### src/rtl/tod_pkg.sv
package tod_pkg;

    localparam int A_SEC  = 'h0;
    localparam int A_ASEC = 'h1;
    localparam int A_MIN  = 'h2;
    localparam int A_AMIN = 'h3;
    localparam int A_HR   = 'h4;
    localparam int A_AHR  = 'h5;
    localparam int A_DOW  = 'h6;
    localparam int A_STAT = 'hA;
    localparam int A_CTRL = 'hB;
    localparam int A_ALST = 'hC;

    localparam int CTRL_HOLD_BIT = 7;
    localparam int CTRL_BIN_BIT  = 2;
    localparam int CTRL_H24_BIT  = 1;
    localparam int PM_BIT        = 7;

    typedef enum logic [1:0] {F_SEC, F_MIN, F_HR, F_DOW} field_e;

    typedef struct packed {
        logic hold;
        logic binary;
        logic hr24;
    } mode_t;

    typedef struct packed {
        logic [7:0] sec;
        logic [7:0] min;
        logic [7:0] hr;
        logic [7:0] dow;
    } tod_t;

    function automatic logic [7:0] to_num(input logic [7:0] v, input logic bin);
        if (bin) return v;
        return 8'(v[7:4]) * 8'd10 + 8'(v[3:0]);
    endfunction

    function automatic logic [7:0] to_code(input logic [7:0] n, input logic bin);
        if (bin) return n;
        return {4'(n / 8'd10), 4'(n % 8'd10)};
    endfunction

    function automatic logic [7:0] hour_mask(input logic bin, input logic h24);
        if (h24) return bin ? 8'h1F : 8'h3F;
        return bin ? 8'h8F : 8'h9F;
    endfunction

    function automatic logic [7:0] field_mask(input field_e f, input mode_t m);
        case (f)
            F_SEC, F_MIN: return m.binary ? 8'h3F : 8'h7F;
            F_HR:         return hour_mask(m.binary, m.hr24);
            default:      return 8'h07;
        endcase
    endfunction

endpackage

### src/rtl/tod_wrap_step.sv
module tod_wrap_step
    import tod_pkg::*;
#(
    parameter int LIMIT = 60
) (
    input  logic [7:0] cur_i,
    input  logic       binary_i,
    input  logic       carry_i,
    output logic [7:0] next_o,
    output logic       carry_o
);
    localparam logic [7:0] TOP = 8'(LIMIT - 1);

    logic [7:0] num;

    always_comb begin
        num     = to_num(cur_i, binary_i);
        next_o  = cur_i;
        carry_o = 1'b0;
        if (carry_i) begin
            if (num >= TOP) begin
                next_o  = to_code(8'd0, binary_i);
                carry_o = 1'b1;
            end else begin
                next_o  = to_code(num + 8'd1, binary_i);
            end
        end
    end

    // a stepped field always lands inside 0..LIMIT-1
    always_comb begin
        if (carry_i) begin
            assert_wrap_range_R3: assert (to_num(next_o, binary_i) < 8'(LIMIT));
        end
    end

endmodule

### src/rtl/tod_hour_step.sv
module tod_hour_step
    import tod_pkg::*;
(
    input  logic [7:0] cur_i,
    input  logic       binary_i,
    input  logic       hr24_i,
    input  logic       carry_i,
    output logic [7:0] next_o,
    output logic       day_o
);
    logic [7:0] num;
    logic       pm;

    always_comb begin
        num    = to_num(cur_i & hour_mask(binary_i, 1'b1) & 8'h7F, binary_i);
        pm     = cur_i[PM_BIT];
        next_o = cur_i;
        day_o  = 1'b0;
        if (carry_i) begin
            if (hr24_i) begin
                if (num >= 8'd23) begin
                    next_o = to_code(8'd0, binary_i);
                    day_o  = 1'b1;
                end else begin
                    next_o = to_code(num + 8'd1, binary_i);
                end
            end else begin
                if (num == 8'd11) begin
                    next_o = {~pm, to_code(8'd12, binary_i)[6:0]};
                    day_o  = pm;
                end else if (num >= 8'd12) begin
                    next_o = {pm, to_code(8'd1, binary_i)[6:0]};
                end else begin
                    next_o = {pm, to_code(num + 8'd1, binary_i)[6:0]};
                end
            end
        end
    end

    // a 12-hour step lands in 1..12
    always_comb begin
        if (carry_i && !hr24_i) begin
            assert_hr12_range_R5: assert (
                to_num({1'b0, next_o[6:0]}, binary_i) >= 8'd1 &&
                to_num({1'b0, next_o[6:0]}, binary_i) <= 8'd12);
        end
    end

endmodule

### src/rtl/tod_alarm_match.sv
module tod_alarm_match #(
    parameter int FIELDS = 3
) (
    input  logic [FIELDS-1:0][7:0] now_i,
    input  logic [FIELDS-1:0][7:0] alm_i,
    output logic                   hit_o
);
    logic [FIELDS-1:0] eq;
    logic [FIELDS-1:0] wild;

    for (genvar i = 0; i < FIELDS; i++) begin : g_field
        assign wild[i] = (alm_i[i][7:6] == 2'b11);
        assign eq[i]   = wild[i] || (alm_i[i] == now_i[i]);
    end

    assign hit_o = &eq;

    // all-wildcard alarm matches any time
    always_comb begin
        if (&wild) begin
            assert_wild_hit_R9: assert (hit_o);
        end
    end

endmodule

### src/rtl/tod_clock.sv
module tod_clock
    import tod_pkg::*;
#(
    parameter int ADDR_W     = 4,
    parameter int UIP_CYCLES = 4
) (
    input  logic              clk,
    input  logic              rst,
    input  logic              tick_1hz,
    input  logic              bus_we,
    input  logic [ADDR_W-1:0] bus_addr,
    input  logic [7:0]        bus_wdata,
    output logic [7:0]        bus_rdata,
    output logic              alarm_flag,
    output logic              update_busy
);
    localparam int CNT_W = $clog2(UIP_CYCLES + 1);
    localparam int WRAPS = 2;

    mode_t              mode_q;
    tod_t               now_q;
    tod_t               nxt;
    logic [7:0]         asec_q, amin_q, ahr_q;
    logic [CNT_W-1:0]   cnt_q;
    logic               flag_q;
    logic               uip, accept, commit, hit, day_cy;
    logic [WRAPS:0]     cin;
    logic [7:0]         wcur [WRAPS];
    logic [7:0]         wnxt [WRAPS];
    logic [7:0]         hr_nxt;

    assign uip    = (cnt_q != '0);
    assign accept = tick_1hz && !uip && !mode_q.hold;
    assign commit = (cnt_q == CNT_W'(1)) && !mode_q.hold;

    // seconds and minutes share one carry chain
    assign cin[0]  = 1'b1;
    assign wcur[0] = now_q.sec;
    assign wcur[1] = now_q.min;

    for (genvar i = 0; i < WRAPS; i++) begin : g_wrap
        tod_wrap_step #(.LIMIT(60)) u_step (
            .cur_i    (wcur[i]),
            .binary_i (mode_q.binary),
            .carry_i  (cin[i]),
            .next_o   (wnxt[i]),
            .carry_o  (cin[i+1])
        );
    end

    tod_hour_step u_hour (
        .cur_i    (now_q.hr),
        .binary_i (mode_q.binary),
        .hr24_i   (mode_q.hr24),
        .carry_i  (cin[WRAPS]),
        .next_o   (hr_nxt),
        .day_o    (day_cy)
    );

    always_comb begin
        nxt.sec = wnxt[0];
        nxt.min = wnxt[1];
        nxt.hr  = hr_nxt;
        if (!day_cy)
            nxt.dow = now_q.dow;
        else if (now_q.dow >= 8'd7 || now_q.dow == 8'd0)
            nxt.dow = 8'd1;
        else
            nxt.dow = now_q.dow + 8'd1;
    end

    tod_alarm_match #(.FIELDS(3)) u_match (
        .now_i ({nxt.hr, nxt.min, nxt.sec}),
        .alm_i ({ahr_q, amin_q, asec_q}),
        .hit_o (hit)
    );

    always_ff @(posedge clk) begin
        if (rst) begin
            mode_q <= '{hold: 1'b0, binary: 1'b0, hr24: 1'b1};
            now_q  <= '{sec: 8'h00, min: 8'h00, hr: 8'h00, dow: 8'h01};
            asec_q <= '0;
            amin_q <= '0;
            ahr_q  <= '0;
            cnt_q  <= '0;
            flag_q <= 1'b0;
        end else begin
            if (accept)
                cnt_q <= CNT_W'(UIP_CYCLES);
            else if (uip)
                cnt_q <= cnt_q - CNT_W'(1);

            if (commit) begin
                now_q <= nxt;
                if (hit) flag_q <= 1'b1;
            end

            if (bus_we) begin
                case (int'(bus_addr))
                    A_SEC:  now_q.sec <= bus_wdata & field_mask(F_SEC, mode_q);
                    A_MIN:  now_q.min <= bus_wdata & field_mask(F_MIN, mode_q);
                    A_HR:   now_q.hr  <= bus_wdata & field_mask(F_HR, mode_q);
                    A_DOW:  now_q.dow <= bus_wdata & field_mask(F_DOW, mode_q);
                    A_ASEC: asec_q    <= bus_wdata;
                    A_AMIN: amin_q    <= bus_wdata;
                    A_AHR:  ahr_q     <= bus_wdata;
                    A_CTRL: mode_q    <= '{hold:   bus_wdata[CTRL_HOLD_BIT],
                                           binary: bus_wdata[CTRL_BIN_BIT],
                                           hr24:   bus_wdata[CTRL_H24_BIT]};
                    A_ALST: flag_q    <= 1'b0;
                    default: ;
                endcase
            end
        end
    end

    always_comb begin
        bus_rdata = 8'h00;
        case (int'(bus_addr))
            A_SEC:  bus_rdata = now_q.sec;
            A_ASEC: bus_rdata = asec_q;
            A_MIN:  bus_rdata = now_q.min;
            A_AMIN: bus_rdata = amin_q;
            A_HR:   bus_rdata = now_q.hr;
            A_AHR:  bus_rdata = ahr_q;
            A_DOW:  bus_rdata = now_q.dow;
            A_STAT: bus_rdata[7] = uip;
            A_CTRL: begin
                bus_rdata[CTRL_HOLD_BIT] = mode_q.hold;
                bus_rdata[CTRL_BIN_BIT]  = mode_q.binary;
                bus_rdata[CTRL_H24_BIT]  = mode_q.hr24;
            end
            A_ALST: bus_rdata[7] = flag_q;
            default: ;
        endcase
    end

    assign alarm_flag  = flag_q;
    assign update_busy = uip;

    // outside the busy window only a write can move the seconds
    assert_quiet_outside_window_R8: assert property (@(posedge clk) disable iff (rst)
        (!uip && !(bus_we && int'(bus_addr) == A_SEC)) |=> $stable(now_q.sec));

    // window counter never exceeds its length
    assert_window_bound_R8: assert property (@(posedge clk) disable iff (rst)
        cnt_q <= CNT_W'(UIP_CYCLES));

    // hold freezes the minutes apart from writes
    assert_hold_freezes_R7: assert property (@(posedge clk) disable iff (rst)
        (mode_q.hold && !(bus_we && int'(bus_addr) == A_MIN)) |=> $stable(now_q.min));

    // the flag only rises at the end of an update window
    assert_flag_from_update_R10: assert property (@(posedge clk) disable iff (rst)
        $rose(flag_q) |-> $past(uip));

endmodule

### config.mk
export PLATFORM = sky130hd
export DESIGN_NAME = tod_clock
export DESIGN_NICKNAME = d
export VERILOG_FILES = /design/src/rtl/tod_pkg.sv /design/src/rtl/tod_wrap_step.sv /design/src/rtl/tod_hour_step.sv /design/src/rtl/tod_alarm_match.sv /design/src/rtl/tod_clock.sv
export SDC_FILE = /design/constraint.sdc
export NUM_CORES = 1
export LEC_CHECK = 0
export BUFFER_PORTS_ARGS = -buffer_cell sky130_fd_sc_hd__buf_2
export CAP_MARGIN = 5
export CORE_UTILIZATION = 57
export DETAILED_ROUTE_END_ITERATION = 16
export PLACE_DENSITY = 0.74
export SKIP_CTS_REPAIR_TIMING = 1
export SLEW_MARGIN = 15
export SYNTH_ARGS = -nofsm -noshare
export SYNTH_HDL_FRONTEND = slang
export SYNTH_SLANG_ARGS = --single-unit
export TNS_END_PERCENT = 20
### constraint.sdc
create_clock -name clk -period 9.5 [get_ports clk]
set_clock_uncertainty 0.2 [all_clocks]
set_input_delay 1.425 -clock clk [delete_from_list [all_inputs] [get_ports clk]]
set_output_delay 1.425 -clock clk [all_outputs]
set_load 0.01 [all_outputs]
## Word-level counts from Yosys, hierarchy flattened

Cells that the tools add are included.

- $add $sub $neg: 8
- $mul: 3
- Div/mod/pow operators: 6
- Magnitude comparators: 5
- Eq/ne operators: 17
- Muxes and demuxes: 99
- Bitwise operators: 6
- Reduce and logical (&&, ||, !) cells: 19

Operators with widths:

| kind | number |
|---|---|
| $mux 8 | 43 |
| $mux 32 | 2 |
| $mux 7 | 7 |
| $mux 1 | 39 |
| $add 8x1->8 const B | 4 |
| $and 8x8->8 | 4 |
| $pmux 4 s7 | 1 |
| $add 8x4->8 | 3 |
| $div 8x4->8 const B | 3 |
| $eq 8x8->1 | 3 |
| $mod 8x4->8 const B | 3 |
| $ge 8x6->1 const B | 2 |
| $pmux 2 s8 | 1 |
| $mul 4x3->7 const B | 2 |
| $eq 4x3->1 const B | 3 |
| $eq 4x4->1 const B | 3 |
| $pmux 1 s10 | 1 |
| $eq 4x2->1 const B | 2 |
| $eq 8x4->1 const B | 1 |
| $ge 8x3->1 const B | 1 |
| $ge 8x4->1 const B | 1 |
| $ge 8x5->1 const B | 1 |
| $logic_not 8->1 | 1 |
| $reduce_and 2->1 | 4 |
| 19 further kinds | 28 |

- Register bits: 63
- Input bits: 16
- Output and inout bits: 10
- Logic and storage cells: 176

## Logic depth before layout (Yosys ltp)

Gate-level depths: netlist of the first run.

- Depth in word-level cells: 22
- Mapped depth: 34
- Gate-level depth less buffers: 27

## Cells and area by module

From an unflattened synthesis of the first run, not the netlist that was laid out.

- Cell total of the unflattened synthesis: 1064
- Area total of the unflattened synthesis: 8197.9 um2

Modules (own cells, without submodules):

| module | instances | cells an instance | area an instance (um2) | sequential area each (um2) |
|---|---|---|---|---|
| tod_clock | 1 | 380 | 3460.8 | 1261.2 |
| tod_wrap_step | 2 | 235 | 1632.8 | 0.0 |
| tod_hour_step | 1 | 180 | 1191.1 | 0.0 |
| tod_alarm_match | 1 | 34 | 280.3 | 0.0 |

## Worst setup path after synthesis of the first run

Ideal clock, no wire load.

- Path kind: register -> register
- From: register mode_q[1] (netlist bit)
- To: register flag_q, in the netlist alarm_flag
- Library setup time: 0.069 ns
- Data arrival time: 7.032 ns
- Required time: 9.231 ns
- Path slack: 2.199 ns
- Stages on the path, launching flop included: 34
- Buffers on the path: 10
- Clock period less this slack: 7.301 ns
- Cell sequence: dfxtp_1 buf_4 buf_2 buf_4 buf_4 clkbuf_1 clkbuf_1 buf_1 clkbuf_1 buf_1 mux2_2 ha_1 inv_1 nor3b_1 a21oi_1 nor2_1 inv_1 ha_1 a31oi_1 and2_0 clkbuf_1 o21ai_0 nor2_1 o211ai_1 a31oi_2 nor2_1 ha_1 nand2_1 a222oi_1 mux2i_1 nand4b_1 a22oi_1 a32oi_1 o21ai_1

- Word-level cells in the longest chain between the ends: 19
- Elaborated cells between the ends (all ways): 80
- Classes of those cells: add/sub: 4; mul: 1; div: 6; order compare: 4; eq/ne: 4; mux: 56; bitwise: 1; reduce/logical: 4

Ends and longest elaborated chain:

| item | RTL line | source |
|---|---|---|
| start: declaration | tod_clock.sv:20 | `mode_t mode_q;` |
| start signal: assignment | tod_clock.sv:80 | `mode_q <= '{hold: 1'b0, binary: 1'b0, hr24: 1'b1};` |
| start signal: assignment | tod_clock.sv:107 | `A_CTRL: mode_q <= '{hold: bus_wdata[CTRL_HOLD_BIT],` |
| $mux 6 | tod_pkg.sv:45 | `if (h24) return bin ? 8'h1F : 8'h3F;` |
| $and 7x6->7 | tod_hour_step.sv:15 | `num = to_num(cur_i & hour_mask(binary_i, 1'b1) & 8'h7F, binary_i);` |
| $mul 3x3->6 | tod_pkg.sv:36 | `return 8'(v[7:4]) * 8'd10 + 8'(v[3:0]);` |
| $add 8x4->8 | tod_pkg.sv:36 |  |
| $mux 8 | tod_pkg.sv:36 |  |
| $add 8x1->8 | tod_hour_step.sv:25, tod_hour_step.sv:34 |  |
| $mod 8x4->8 (tied with other cells) | tod_pkg.sv:41 | `return {4'(n / 8'd10), 4'(n % 8'd10)};` |
| $mux 7 | tod_pkg.sv:41 |  |
| (+3 left out) | n/a |  |
| $mux 8 | tod_hour_step.sv:19 | `if (carry_i) begin` |
| $eq 8x8->1 | tod_alarm_match.sv:13 | `assign eq[i] = wild[i] \|\| (alm_i[i] == now_i[i]);` |
| $logic_or 1x1->1 | tod_alarm_match.sv:13 |  |
| $reduce_and 3->1 * | tod_alarm_match.sv:16 | `assign hit_o = &eq;` |
| $mux 1 * | tod_clock.sv:95 | `if (hit) flag_q <= 1'b1;` |
| $mux 1 * | tod_clock.sv:93 | `if (commit) begin` |
| $mux 1 | tod_clock.sv:99 | `case (int'(bus_addr))` |
| $mux 1 * | tod_clock.sv:98 | `if (bus_we) begin` |
| end signal: assignment | tod_clock.sv:86 | `flag_q <= 1'b0;` |
| end signal: assignment | tod_clock.sv:95 |  |
| end signal: assignment | tod_clock.sv:110 | `A_ALST: flag_q <= 1'b0;` |
| end: declaration | tod_clock.sv:25 | `logic flag_q;` |

Mark *: on every way between the ends. The rest lies on a longest branch, timed or not. The select of a mux whose other input is x is not followed.
A chain may end at the register's enable or synchronous reset.

## Worst setup path after layout of the first run

Ends and elaborated chain as after synthesis.

==> results of run 1 <==
through the flow:
stage	hold WS, ns	setup slack, ns	total power [uW]
floorplan	0.251	2.20	639
global placement	0.278	2.56	737
detailed placement	0.291	2.40	739
CTS	0.303	2.35	1060
global route	0.323	1.58	1130
finish	0.305	2.20	1070
cells in the final DEF (no fill, tap or decap), drive strengths merged, types with 9 or more instances in the layout:
cell,netlist,routed
o211ai,19,19
xnor2,30,30
clkbuf,47,10
nand2b,13,13
nor2,98,98
a31oi,27,27
a211oi,21,21
ha,37,37
mux2,14,14
nand3,67,67
nor4,14,14
o21ai,47,47
nor3b,15,15
nor3,44,44
buf,21,30
o22ai,9,9
dfxtp,63,63
a32oi,10,10
a21oi,69,69
inv,38,38
a211o,11,11
and2,12,12
nand4,17,17
and3,15,15
xor2,15,15
mux2i,30,30
a22oi,13,13
o21a,10,10
nand2,96,96
registers in the layout, indices dropped and copies added (netlist names):
signal      cells
now_q          32
ahr_q           8
amin_q          8
asec_q          8
cnt_q           3
mode_q          3
alarm_flag      1
cell families after synthesis:
family                   Yosys count  share of synthesized area (%)
AND/OR/NAND/NOR                  436                           28.3
AO/OA/AOI/OAI                    342                           31.6
buffers and inverters            106                           5.60
flip-flops                        63                           16.2
XOR/XNOR                          45                           5.15
multiplexers                      44                           5.87
adder cells (fa/ha/maj)           42                           7.22
critical path: cells and delay by family (launching register included):
| kind | cells | cell delay, ns |
|---|---|---|
| simple gates | 7 | 2.06 |
| compound gates | 8 | 1.99 |
| buf+inv | 3 | 0.92 |
| flops | 1 | 0.86 |
| mux | 2 | 0.66 |
| fa+ha+maj | 2 | 0.50 |
per-layer routing:
layer,up-vias,share of wire (%)
met5,-,0
met1,4068,43
met4,0,2.8
met3,69,9.1
met2,496,45
li1,4077,-
final cells by class:
class	instances	area [sq um]	share of cell area (%)
inverters	38	143	1.74
well taps	176	220	2.69
repair buffers	30	163	1.99
flip-flops and latches	63	1260	15.4
multi-input cells	909	6110	74.6
clock inverters	6	61.3	0.749
clock buffers	10	229	2.80
report_power, final:
part / switching [uW] / total [uW] / internal [uW]
registers: 27.8 / 307 / 279
clock network: 122 / 324 / 202
logic: 280 / 441 / 161
total: 430 / 1070 / 642
worst min path at each step:
stage | from | end | slack (ns)
6_report | cnt_q[1] | cnt_q[1] | 0.30
5_1_grt | cnt_q[0] | cnt_q[0] | 0.32
4_1_cts | cnt_q[0] | cnt_q[0] | 0.30
3_5_place_dp | ahr_q[5] | ahr_q[5] | 0.29
3_3_place_gp | amin_q[1] | amin_q[1] | 0.28
2_1_floorplan | amin_q[1] | amin_q[1] | 0.25
==> insert_results.sql, run 1 <==
INSERT INTO impl_metrics (metric_group, metric, value, unit) VALUES
('timing', 'rsz0062_at_grt', 'no', ''),
('power', 'power.leakage', '0.00311', 'uW'),
('detailed_routing', 'dr_total_vias', '8710', ''),
('floorplan', 'fp.dieArea', '0.0142', 'sq mm'),
('hold_path', 'worstHoldPathType', 'reg -> reg', ''),
('global_route', 'met3_routing_resource_usage_after_global_routing', '4.02', '%'),
('placed_design', 'io_buffers', '25', ''),
('status', 'run_status', 'completed', ''),
('timing', 'drv_slew', '0', ''),
('setup_path', 'ff2ff_setup_slack', '2.20', 'ns'),
('timing', 'maxClockFrequency', '0.137', 'GHz'),
('floorplan', 'floorplan.core_area', '0.0133', 'sq mm'),
('floorplan', 'floorplan.initialDensity', '58.7', '%'),
('cells_and_area', 'layout-drive-gt1-share', '8.05', '%'),
('timing', 'final_count_of_hold_timing_violations', '0', ''),
('setup_path', 'worst-endpoint-arrival', '7.37', 'ns'),
('setup_path', 'worst-r2r-cell-count', '22', ''),
('cells_and_area', 'layout.nets', '1109', ''),
('global_route', 'grt_first_pass_wirelength', '39300', 'um'),
('cells_and_area', 'final_core_utilization', '61.6', '%'),
('cells_and_area', 'finish.instance_area', '0.00818', 'sq mm'),
('setup_path', 'cpPeakStageDelay', '0.86', 'ns'),
('detailed_routing', 'detail_route.first_pass.iterations', '8', ''),
('clock_tree', 'cts_sinks', '63', ''),
('synthesis', 'synth-edff-count', '0', ''),
('detailed_routing', 'routed_wl', '24100', 'um'),
('floorplan', 'fp-row-count', '42', ''),
('synthesis', 'synth_top_area_cell', 'sky130_fd_sc_hd__dfxtp_1', ''),
('timing', 'post_layout_minimum_cycle_time', '7.30', 'ns'),
('synthesis', 'mappedNetlistNets', '1136', ''),
('setup_path', 'critical_path.startpoint_type', 'flip-flop', ''),
('synthesis', 'async_flop_share', '0', '%'),
('global_route', 'grt_overflow', '0', ''),
('setup_path', 'crit_type', 'reg -> reg', ''),
('clock_tree', 'cts-htree-levels', '3', ''),
('cells_and_area', 'syn_to_final_growth', '4.94', '%'),
('synthesis', 'syn_avg_cell_area', '7.23', 'sq um'),
('synthesis', 'synthesized_cell_area', '0.00780', 'sq mm'),
('setup_path', 'worst_setup_path_endpoint', 'alarm_flag', ''),
('synthesis', 'synth_most_common_cell', 'sky130_fd_sc_hd__nor2_1', ''),
('synthesis', 'postSynthCellCount', '1078', ''),
('placed_design', 'place.gp.congestion', '0.975', ''),
('synthesis', 'ys_top_cells_by_area', 'sky130_fd_sc_hd__dfxtp_1 (16%), sky130_fd_sc_hd__ha_1 (5.9%), sky130_fd_sc_hd__nor2_1 (4.7%), sky130_fd_sc_hd__nand2_1 (4.6%), sky130_fd_sc_hd__a21oi_1 (4.4%)', ''),
('setup_path', 'worst_ep_required_time', '9.57', 'ns'),
('clock_tree', 'cts_tree', 'built', ''),
('synthesis', 'ys.flop_type', 'sky130_fd_sc_hd__dfxtp_1', ''),
('clock_tree', 'clk_pin_slew_worst_paths', '0.06', 'ns'),
('global_route', 'grt.busiest_layer', 'met2', ''),
('synthesis', 'synth.cells.most_frequent', 'sky130_fd_sc_hd__nor2_1 (98), sky130_fd_sc_hd__nand2_1 (96), sky130_fd_sc_hd__a21oi_1 (69)', ''),
('detailed_routing', 'drc_errors', '0', ''),
('global_route', 'grt_use_total', '33.8', '%'),
('global_route', 'met2_global_route_usage', '53.9', '%'),
('placed_design', 'final_hpwl_from_detailed_placement', '17500', 'um'),
('floorplan', 'chipHeight', '119', 'um'),
('global_route', 'grt_start_max_net_pins', '59', ''),
('detailed_routing', 'postRouteAntennaNets', '0', ''),
('flow_run', 'max_cap_violations', '0', ''),
('detailed_routing', 'drt-initial-drc-count', '1205', ''),
('timing', 'final_period_utilization', '76.9', '%'),
('global_route', 'via_count_of_the_first_global_routing_pass', '7670', ''),
('synthesis', 'yosys_register_bits', '63', ''),
('clock_tree', 'cts-root-to-sink-buffers', '2', ''),
('cells_and_area', 'antenna_diodes', '0', ''),
('clock_tree', 'clock-root-buffer', 'sky130_fd_sc_hd__clkbuf_16', ''),
('setup_path', 'timing.critical_path.cells', 'buf_4, inv_2, mux2i_1, nor3b_1, a21oi_1, nor2_1, inv_1, ha_1, and3_1, nor3_1, o21a_1, o211ai_1, a31oi_2, nor2_1, ha_1, nand2_1, a222oi_1, mux2i_1, nand4b_1, a22oi_1, a32oi_1, o21ai_1', ''),
('placed_design', 'post-place-cells', '1216', ''),
('setup_path', 'critical_path_peak_fanout', '45', ''),
('setup_path', 'critPathLaunch', 'mode_q[1]', ''),
('power', 'power_density', '131', 'mW/mm^2'),
('detailed_routing', 'vias_per_cell', '7.07', ''),
('clock_tree', 'numCtsBuffers', '9', '');
Note: power is estimated with default switching activity, not from simulation.
==> run 2, diff against run 1 <==
--- a/config.mk
+++ b/config.mk
@@ -5,6 +5,7 @@
 export SDC_FILE = /design/constraint.sdc
 export NUM_CORES = 1
 export LEC_CHECK = 0
+export ABC_AREA = 1
 export BUFFER_PORTS_ARGS = -buffer_cell sky130_fd_sc_hd__buf_2
 export CAP_MARGIN = 5
 export CORE_UTILIZATION = 57
==> constraint.sdc (replaced) <==
create_clock -name clk -period 7.2 [get_ports clk]
set_clock_uncertainty 0.2 [all_clocks]
set_input_delay 1.08 -clock clk [delete_from_list [all_inputs] [get_ports clk]]
set_output_delay 1.08 -clock clk [all_outputs]
set_load 0.01 [all_outputs]
==> insert_results.sql, run 2 <==
INSERT INTO impl_metrics (metric_group, metric, value, unit) VALUES
('setup_path', 'cpPeakStageDelay', '0.55', 'ns'),
('cells_and_area', 'max_ffs_per_register', '32', ''),
('clock_tree', 'numCtsBuffers', '9', ''),
('synthesis', 'synth_most_common_cell', 'sky130_fd_sc_hd__nand2_1', ''),
('setup_path', 'critical_path.startpoint_type', 'flip-flop', ''),
('synthesis', 'ys.flop_type', 'sky130_fd_sc_hd__dfxtp_1', ''),
('setup_path', 'worst_ep_required_time', '7.27', 'ns'),
('setup_path', 'worst-endpoint-arrival', '5.44', 'ns'),
('setup_path', 'path_delay_family', 'simple AND/OR/NAND/NOR gates', ''),
('power', 'seq_power_share', '28.9', '%'),
('placed_design', 'final_hpwl_from_detailed_placement', '13500', 'um'),
('global_route', 'grt_start_max_net_pins', '49', ''),
('clock_tree', 'clock_latency', '0.33', 'ns'),
('synthesis', 'synth_warnings', '0', ''),
('global_route', 'grt_first_pass_wirelength', '29500', 'um'),
('cells_and_area', 'layout.cells.most_common', 'sky130_fd_sc_hd__nand2_1', ''),
('floorplan', 'fp-row-count', '38', ''),
('clock_tree', 'clk_pin_slew_worst_paths', '0.05', 'ns'),
('setup_path', 'critical-path-top-cell-by-count', 'sky130_fd_sc_hd__nand2_1', ''),
('setup_path', 'crit_type', 'reg -> reg', ''),
('synthesis', 'synth.cells.most_frequent', 'sky130_fd_sc_hd__nand2_1 (271), sky130_fd_sc_hd__inv_1 (160), sky130_fd_sc_hd__nand3_1 (85)', ''),
('global_route', 'grt_overflow', '0', ''),
('cells_and_area', 'antenna_diodes', '0', ''),
('floorplan', 'top_level_ports', '26', ''),
('timing', 'timing.max_slew.rel_slack', '40.1', '%'),
('placed_design', 'place.gp.congestion', '0.927', ''),
('floorplan', 'chipHeight', '109', 'um'),
('synthesis', 'mappedNetlistNets', '1120', ''),
('detailed_routing', 'dr_total_vias', '6922', ''),
('synthesis', 'ys_seq_area_share', '19.4', '%'),
('synthesis', 'synth_top_cell_area_share', '19.4', '%'),
('cells_and_area', 'largest_register', 'now_q', ''),
('cells_and_area', 'n_fill_cell', '1115', ''),
('setup_path', 'cpMaxStageDelayCell', 'sky130_fd_sc_hd__fa_1', ''),
('global_route', 'antenna_found_initial', '0', ''),
('clock_tree', 'cts-root-to-sink-buffers', '2', ''),
('synthesis', 'synth_top_area_cell', 'sky130_fd_sc_hd__dfxtp_1', ''),
('power', 'fin_total_pwr', '1370', 'uW'),
('timing', 'post_layout_minimum_cycle_time', '5.37', 'ns'),
('timing', 'final_count_of_hold_timing_violations', '0', ''),
('clock_tree', 'cts_tree', 'built', ''),
('floorplan', 'floorplan.core_area', '0.0110', 'sq mm'),
('detailed_routing', 'drt-initial-drc-count', '641', ''),
('detailed_routing', 'vias_per_cell', '5.68', ''),
('detailed_routing', 'mean_routed_wirelength_per_cell', '14.8', 'um'),
('placed_design', 'io_buffers', '25', ''),
('global_route', 'via_count_of_the_first_global_routing_pass', '6097', ''),
('detailed_routing', 'postRouteAntennaNets', '0', ''),
('clock_tree', 'cts-htree-levels', '3', ''),
('synthesis', 'synth-edff-count', '0', ''),
('detailed_routing', 'drc_errors', '0', ''),
('floorplan', 'fp.dieArea', '0.0118', 'sq mm'),
('synthesis', 'ys_top_cells_by_area', 'sky130_fd_sc_hd__dfxtp_1 (19%), sky130_fd_sc_hd__nand2_1 (16%), sky130_fd_sc_hd__inv_1 (9.3%), sky130_fd_sc_hd__ha_1 (7.1%), sky130_fd_sc_hd__nand3_1 (6.6%)', ''),
('cells_and_area', 'layout_common_cells', 'sky130_fd_sc_hd__nand2_1 (271), sky130_fd_sc_hd__inv_1 (160), sky130_fd_sc_hd__nand3_1 (85)', ''),
('hold_path', 'worstHoldPathType', 'reg -> reg', ''),
('timing', 'fin_setup_tns', '0', 'ns'),
('timing', 'maxClockFrequency', '0.186', 'GHz'),
('timing', 'max_slew.worst_pin.slew', '0.897', 'ns'),
('synthesis', 'postSynthCellCount', '1062', ''),
('synthesis', 'yosys_register_bits', '63', ''),
('synthesis', 'synthesized_cell_area', '0.00649', 'sq mm'),
('timing', 'setup_violations', '0', ''),
('power', 'total_switching_power', '540', 'uW'),
('floorplan', 'floorplan.initialDensity', '59.1', '%'),
('power', 'power.share.combinational', '38.9', '%'),
('power', 'power_frac_clock', '32.2', '%'),
('flow_run', 'max_cap_violations', '0', ''),
('timing', 'rsz0062_at_grt', 'no', ''),
('setup_path', 'critical_path_peak_fanout', '5', ''),
('floorplan', 'die_width', '109', 'um'),
('clock_tree', 'clock-root-buffer', 'sky130_fd_sc_hd__clkbuf_16', ''),
('status', 'run_status', 'completed', ''),
('power', 'power_density', '197', 'mW/mm^2'),
('detailed_routing', 'routed_wl', '18100', 'um'),
('setup_path', 'critical_path.n_buffers_inverters', '4', ''),
('cells_and_area', 'syn_to_final_growth', '7.59', '%'),
('global_route', 'grt_use_total', '31.9', '%'),
('synthesis', 'async_flop_share', '0', '%'),
('power', 'swShare', '39.4', '%'),
('cells_and_area', 'layout.nets', '1132', ''),
('power', 'max-vdd-ir-drop', '0.000164', 'V'),
('detailed_routing', 'detail_route.first_pass.iterations', '5', ''),
('setup_path', 'kind_of_end_point_of_the_critical_path', 'flip-flop', ''),
('synthesis', 'post_synth_num_cell_types', '56', ''),
('cells_and_area', 'layout-drive-gt1-share', '11.3', '%'),
('power', 'internal-power', '832', 'uW'),
('timing', 'drv_slew', '0', ''),
('timing', 'final_period_utilization', '74.6', '%'),
('power', 'power.leakage', '0.00337', 'uW'),
('clock_tree', 'cts_sinks', '63', ''),
('synthesis', 'syn_avg_cell_area', '6.11', 'sq um');
run 2: cell count changes after synthesis, moves of 27 or more:
| cell | before | now |
|---|---|---|
| sky130_fd_sc_hd__nor3_1 | 43 | 5 |
| sky130_fd_sc_hd__clkbuf_1 | 45 | 18 |
| sky130_fd_sc_hd__nor2_1 | 98 | 67 |
| sky130_fd_sc_hd__nand2_1 | 96 | 271 |
| sky130_fd_sc_hd__inv_1 | 37 | 160 |
| sky130_fd_sc_hd__mux2i_1 | 30 | 0 |
run 2: power by group through the flow:
stage | logic (uW) | clock network, uW | registers [uW]
5_1_grt | 611 | 456 | 400
3_5_place_dp | 526 | 0 | 404
6_report | 534 | 441 | 397
3_3_place_gp | 521 | 0 | 403
2_1_floorplan | 420 | 0 | 395
4_1_cts | 530 | 442 | 397
run 2: path summary, 6_finish.rpt:
check	cells after the start	start	slack [ns]	endpoint
worst max-delay path	40	now_q[31]	1.83	alarm_flag
worst min-delay path	2	now_q[5]	0.28	now_q[5]
worst max register to register	40	now_q[31]	1.83	alarm_flag
worst min register to register	2	now_q[5]	0.28	now_q[5]
run 2: through the flow:
step           setup WS, ns  cell area [sq um]  util (%)  hold WS, ns  instances
4_1_cts                1.82               6980      63.6        0.280       1218
3_5_place_dp           1.84               6690      60.9        0.270       1203
3_3_place_gp           1.95               6690      60.9        0.266       1203
5_1_grt                1.20               6980      63.6        0.293       1218
6_report               1.83               6980      63.6        0.281       1218
2_1_floorplan          2.43               6490         -        0.227       1062
run 2: kinds of logic after synthesis:
family / count (synthesis) / share of synthesized area (%)
AND/OR/NAND/NOR: 520 / 37.4
AO/OA/AOI/OAI: 214 / 19.3
buffers and inverters: 200 / 12.0
flip-flops: 63 / 19.4
adder cells (fa/ha/maj): 42 / 8.67
XOR/XNOR: 23 / 3.22
run 2: routing by layer:
metal  global-route usage (%)  up-vias  wire length (um)
met1                     42.7     3114              8160
met4                     10.7        0               412
met2                     52.6      233              8200
met5                        0        -                 0
li1                         -     3537                 -
met3                     4.30       38              1320
run 2: layout make-up:
cell class	instances	area, sq um	share of cell area, %
repair buffers	28	148	2.11
well taps	140	175	2.51
clock inverters	3	42.5	0.609
multi-input cells	799	4450	63.7
clock buffers	12	256	3.67
flip-flops and latches	63	1260	18.1
inverters	173	649	9.30
run 2: worst min-delay path, cell delays in order, from the launching register on:
cell                       delay, ns
sky130_fd_sc_hd__dfxtp_1        0.33
sky130_fd_sc_hd__o221ai_1       0.07
sky130_fd_sc_hd__nor2_1         0.04
